$ cat config.mk
export PLATFORM = sky130hd
export DESIGN_NAME = apt_bank_tracker
export DESIGN_NICKNAME = d
export VERILOG_FILES = /design/src/rtl/apt_pkg.sv /design/src/rtl/apt_cmd_decode.sv /design/src/rtl/apt_timing.sv /design/src/rtl/apt_bank_tracker.sv
export SDC_FILE = /design/constraint.sdc
export NUM_CORES = 1
export LEC_CHECK = 0
export ABC_AREA = 0
export ABC_CLOCK_PERIOD_IN_PS = 3990
export CAP_MARGIN = 0
export CORE_MARGIN = 10
export CORE_UTILIZATION = 42
export CTS_CLUSTER_SIZE = 25
export DETAILED_ROUTE_END_ITERATION = 8
export GPL_ROUTABILITY_DRIVEN = 0
export PLACE_DENSITY = 0.66
export SLEW_MARGIN = 0
export SYNTH_ARGS = -nofsm -noshare
export SYNTH_HDL_FRONTEND = slang
export SYNTH_SLANG_ARGS = --single-unit
$ cat constraint.sdc
create_clock -name clk -period 3.99 [get_ports clk]
set_input_delay 0.798 -clock clk [delete_from_list [all_inputs] [get_ports clk]]
set_output_delay 0.798 -clock clk [all_outputs]
set_load 0.02 [all_outputs]
$ cat src/rtl/apt_pkg.sv
package apt_pkg;

    typedef enum logic [2:0] {
        CMD_NOP   = 3'd0,
        CMD_ACT   = 3'd1,
        CMD_READ  = 3'd2,
        CMD_WRITE = 3'd3,
        CMD_PRE   = 3'd4,
        CMD_BST   = 3'd5
    } apt_cmd_e;

    typedef enum logic [1:0] {
        ST_IDLE        = 2'd0,
        ST_ACTIVE      = 2'd1,
        ST_BURST_AP    = 2'd2,
        ST_PRECHARGING = 2'd3
    } apt_state_e;

    // burst length in words for codes 0..3; full page otherwise
    function automatic int unsigned burst_words(input logic [2:0] code);
        case (code)
            3'd0:    return 1;
            3'd1:    return 2;
            3'd2:    return 4;
            3'd3:    return 8;
            default: return 0;
        endcase
    endfunction

endpackage

$ cat src/rtl/apt_cmd_decode.sv
module apt_cmd_decode
    import apt_pkg::*;
#(
    parameter int BANK_W  = 2,
    parameter int MY_BANK = 0
) (
    input  logic [2:0]        cmd,
    input  logic              a10,
    input  logic [BANK_W-1:0] bank,
    input  logic              full_page,
    output logic              act_hit,
    output logic              pre_hit,
    output logic              ap_hit,
    output logic              ap_is_wr,
    output logic              lock_hit
);
    localparam logic [BANK_W-1:0] MY_ADDR = BANK_W'(MY_BANK);

    logic mine;
    logic rw;

    always_comb begin
        mine     = (bank == MY_ADDR);
        rw       = (cmd == CMD_READ) || (cmd == CMD_WRITE);
        act_hit  = mine && (cmd == CMD_ACT);
        pre_hit  = mine && (cmd == CMD_PRE);
        ap_hit   = mine && rw && a10 && !full_page;
        ap_is_wr = (cmd == CMD_WRITE);
        lock_hit = mine && (rw || (cmd == CMD_PRE) || (cmd == CMD_BST));
    end

endmodule

$ cat src/rtl/apt_timing.sv
module apt_timing
    import apt_pkg::*;
#(
    parameter int CNT_W = 4
) (
    input  logic [2:0]       bl_code,
    input  logic [1:0]       cas_lat,
    input  logic             is_wr,
    output logic             full_page,
    output logic [CNT_W-1:0] burst_cyc
);
    int unsigned bl;
    int unsigned last_word;
    int unsigned lead;

    always_comb begin
        bl        = burst_words(bl_code);
        full_page = (bl == 0);
        if (is_wr) begin
            // write: precharge begins the clock after the last word (T0+BL-1)
            last_word = (bl == 0) ? 0 : bl - 1;
            lead      = 0;
            burst_cyc = CNT_W'(last_word + 1);
        end else begin
            // read: last word at T0+CL+BL-1, precharge leads it by CL-1
            last_word = 32'(cas_lat) + bl - 1;
            lead      = 32'(cas_lat) - 1;
            burst_cyc = CNT_W'(last_word - lead);
        end
    end

endmodule

$ cat src/rtl/apt_bank_tracker.sv
module apt_bank_tracker
    import apt_pkg::*;
#(
    parameter int BANK_W   = 2,
    parameter int MY_BANK  = 0,
    parameter int TRP_CYC  = 3,
    parameter int TDAL_CYC = 5
) (
    input  logic              clk,
    input  logic              rst_n,
    input  logic [2:0]        cmd,
    input  logic              a10,
    input  logic [BANK_W-1:0] bank,
    input  logic [1:0]        cas_lat,
    input  logic [2:0]        bl_code,
    output logic              ap_start,
    output logic              act_ok,
    output logic              illegal
);
    localparam int MAX_CYC = (TRP_CYC > TDAL_CYC) ?
                             ((TRP_CYC > 12) ? TRP_CYC : 12) :
                             ((TDAL_CYC > 12) ? TDAL_CYC : 12);
    localparam int CNT_W = $clog2(MAX_CYC + 1);
    localparam logic [CNT_W-1:0] TRP_L  = CNT_W'(TRP_CYC);
    localparam logic [CNT_W-1:0] TDAL_L = CNT_W'(TDAL_CYC);
    localparam logic [CNT_W-1:0] ONE    = CNT_W'(1);

    apt_state_e       state, state_n;
    logic [CNT_W-1:0] cnt, cnt_n;
    logic             fresh, fresh_n;
    logic             wr_kind, wr_kind_n;

    logic             act_hit, pre_hit, ap_hit, ap_is_wr, lock_hit;
    logic             full_page;
    logic [CNT_W-1:0] burst_cyc;

    apt_cmd_decode #(.BANK_W(BANK_W), .MY_BANK(MY_BANK)) u_dec (
        .cmd      (cmd),
        .a10      (a10),
        .bank     (bank),
        .full_page(full_page),
        .act_hit  (act_hit),
        .pre_hit  (pre_hit),
        .ap_hit   (ap_hit),
        .ap_is_wr (ap_is_wr),
        .lock_hit (lock_hit)
    );

    apt_timing #(.CNT_W(CNT_W)) u_tim (
        .bl_code  (bl_code),
        .cas_lat  (cas_lat),
        .is_wr    (ap_is_wr),
        .full_page(full_page),
        .burst_cyc(burst_cyc)
    );

    // state register
    always_ff @(posedge clk) begin
        if (!rst_n) begin
            state   <= ST_IDLE;
            cnt     <= '0;
            fresh   <= 1'b0;
            wr_kind <= 1'b0;
        end else begin
            state   <= state_n;
            cnt     <= cnt_n;
            fresh   <= fresh_n;
            wr_kind <= wr_kind_n;
        end
    end

    // next state
    always_comb begin
        state_n   = state;
        cnt_n     = cnt;
        fresh_n   = 1'b0;
        wr_kind_n = wr_kind;
        unique case (state)
            ST_IDLE: begin
                if (act_hit) state_n = ST_ACTIVE;
            end
            ST_ACTIVE: begin
                if (ap_hit) begin
                    wr_kind_n = ap_is_wr;
                    if (burst_cyc == ONE) begin
                        state_n = ST_PRECHARGING;
                        cnt_n   = ap_is_wr ? TDAL_L : TRP_L;
                        fresh_n = 1'b1;
                    end else begin
                        state_n = ST_BURST_AP;
                        cnt_n   = burst_cyc - ONE;
                    end
                end else if (pre_hit) begin
                    state_n = ST_PRECHARGING;
                    cnt_n   = TRP_L;
                end
            end
            ST_BURST_AP: begin
                if (cnt == ONE) begin
                    state_n = ST_PRECHARGING;
                    cnt_n   = wr_kind ? TDAL_L : TRP_L;
                    fresh_n = 1'b1;
                end else begin
                    cnt_n = cnt - ONE;
                end
            end
            ST_PRECHARGING: begin
                if (cnt == ONE) state_n = ST_IDLE;
                else            cnt_n   = cnt - ONE;
            end
        endcase
    end

    // outputs
    always_comb begin
        ap_start = (state == ST_PRECHARGING) && fresh;
        act_ok   = (state == ST_IDLE);
        illegal  = (state == ST_BURST_AP) && lock_hit;
    end

endmodule

==> impl_results.md <==
- Status: completed
- Worst Tran Pin Value: 0.593 ns
- Gr ovfl total: 0
- Row cnt: 17
- Core area: 2170 sq um
- Largest net degree at the start of global routing: 9
- Layout cells sized above 1: 7.25%
- Lkg Pwr: 0.000493 uW
- WS Path Type: primary input to flop
- Chip height: 67.4 um
- Vias in the first global route: 927
- NumNets Final: 165
- Fin crit share: 92.3%
- CTS tree: yes
- Root Buffer: clkbuf_4
- Critical path capture point type: flop
- Synth cell types: 38
- Number of synthesized register bits: 8
- Most frequent cells in the layout: clkdlybuf4s50_1, inv_1, nor2_1, ha_1, a21oi_1
- CP startpoint kind: primary input
- CP bufs+invs: 3
- WL final: 2.15 mm
- CTS sink count: 8
- Die ar.: 4540 sq um
- Seq/Total Area, Yosys: 17.0%
- Clk_skew: 0.00151 ns
- GRT Util Overall: 9.82%
- WP data arrival: 3.80 ns
- DPL Wire Length: 1.81 mm
- CTS Hold Buffers Added: 0
- Cell Area, Synth: 942 sq um
- DR vias/cell: 5.52
- Total CTS buffers: 3
- Max Fclk: 271 MHz
- Initial antenna violation count: 0
- VDD IR max: 0.193 mV
- RSZ-0062 raised after global routing: no
- Commonest non-fill, non-tap cell in the layout: clkdlybuf4s50_1
- Pre-antenna DRT Iters: 4
- CP max stage delay: 0.52 ns
- Ant. Diodes: 0
- Util after Layout: 53.0%
- Filler instances: 225
- Critical Path RT: 4.10 ns
- CP Max Fanout: 3
- Initial core utilization: 43.4%
- Starting DRT DRC Count: 47
- Clk slew on worst S/H paths: 0.06 ns
- Postcts setup bufs: 0
- Clk_lat worst skew: 0.25 ns
- Cts repair resizes: 0
- Syn Nets: 145
- Die X: 67.4 um
- Pwr Density: 369 nW/um^2
- Clk buf depth: 2
- Slew HR: 60.3%
- IO Port Bufs: 15
- Ports: 16
- Yosys warning count: 0
- WL per Instance: 13.0 um
- CP delay by family, top: adder cells
- First-pass GRT wire length: 3.63 mm
- CP max-delay cell: clkdlybuf4s50_1
- DRC: 0
- Most common cell on crit path: xnor2_1
- Avg Cell Area, Syn: 7.85 sq um
- Antenna viol nets, final: 0
- Gate Count Post-Synth: 120
- Setup tns final: 0 ns
- Hold Path Class: flop to flop
- Vias post-DR: 917
- Final setup fails: 0
- Minimum clock period: 3.68 ns
- Area grow syn2layout: 22.0%
- Critical path cell sequence: clkdlybuf4s50_1 -> inv_1 -> ha_1 -> xnor2_1 -> xnor2_1 -> ha_1 -> inv_1 -> fa_1 -> nand2b_1 -> mux2_2 -> o22ai_1 -> xnor2_1 -> a41oi_1 -> a21oi_1
- Fin. max-slew vios: 0
- Final hold violation count: 0
- Maximum level of the CTS H-tree: 1
- Max cap viols: 0
## registers in the layout (all words and copies together), names as in the netlist
name / flops
wr_kind: 1
fresh: 1
cnt: 4
state: 2
## area by class of cell
type | instances | area (sq um) | share of cell area (%)
clock buffers | 3 | 22.5 | 1.96
inverters | 14 | 52.6 | 4.57
multi-input cells | 98 | 729 | 63.4
flip-flops and latches | 8 | 160 | 13.9
well taps | 28 | 35.0 | 3.05
repair buffers | 15 | 150 | 13.1
## layer usage
metal	vias up	global-route usage (%)	share of wire, %
li1	472	-	-
met1	417	12.2	48
met2	23	16.1	46
met3	5	1.65	4.1
met4	0	4.62	2.0
met5	-	0	0
## stage by stage
| step | power (uW) | cell area, sq um | hold WS (ns) | setup WS (ns) | cells |
|---|---|---|---|---|---|
| finish | 424 | 1150 | 0.536 | 0.306 | 166 |
| global route | 458 | 1150 | 0.598 | 0.183 | 166 |
| CTS | 426 | 1150 | 0.539 | 0.276 | 166 |
| detailed placement | 362 | 1130 | 0.527 | 0.0190 | 163 |
| global placement | 352 | 1130 | 0.529 | 0.100 | 163 |
| floorplan | 296 | 942 | 0.486 | 0.869 | 120 |
## tightest hold or removal path, stage by stage, from the launching register on
cell     delay (ns)
dfxtp_1        0.35
mux2i_1        0.08
nor2_1         0.07
## Yosys cell counts, drive strengths merged
cell     number  area share (%)
a41oi         1            0.93
inv          14             5.6
o211ai        1            0.80
dfxtp         8              17
nand3         3             1.6
nand3b        4             3.2
a21oi        10             5.3
xnor2         5             4.6
xor2          2             1.9
o41ai         1            0.93
and2          1            0.66
and3b         1             1.1
mux2          2             2.8
o2111ai       1            0.93
o21ai         6             3.6
nor3          4             2.1
or2           1            0.66
a31oi         3             2.0
and4bb        1             1.3
mux2i         3             3.2
nor4b         2             1.9
nor3b         1             1.3
a211oi        1            0.80
nand2b        3             2.0
ha           11              15
o22ai         2             1.3
a221o         1             1.1
fa            1             2.1
nand4         1            0.66
nand2         8             3.5
nor2         11             4.4
a21o          2             1.6
xnor3         1             2.4
o2bb2ai       1            0.93
and3          2             1.3
## where the power goes
part | internal [uW] | total, uW | leakage (uW) | switching [uW]
combinational | 115 | 239 | 0.000414 | 123
clock | 34.5 | 63.3 | 0.0000138 | 28.8
sequential | 98.9 | 122 | 0.0000651 | 23.2
## path summary, 6_finish.rpt
kind,start,slack (ns),cells past startpoint,endpoint
worst min-delay path,wr_kind,0.54,2,wr_kind
worst max register to register,state[0],1.99,6,state[0]
worst max-delay path,cas_lat[0],0.31,14,cnt[3]
worst min register to register,wr_kind,0.54,2,wr_kind
## cells by family (layout without fill, tap and decap cells)
kind of cell             Yosys count  count (layout)  synth area share, %
AND/OR/NAND/NOR                   43              43                 25.6
buffers and inverters             14              32                 5.58
AO/OA/AOI/OAI                     30              30                 20.2
multiplexers                       5               5                 5.98
adder cells (fa/ha/maj)           12              12                 16.7
XOR/XNOR                           8               8                 8.90
flip-flops                         8               8                 17.0
Note: power is estimated with default switching activity, not from simulation.
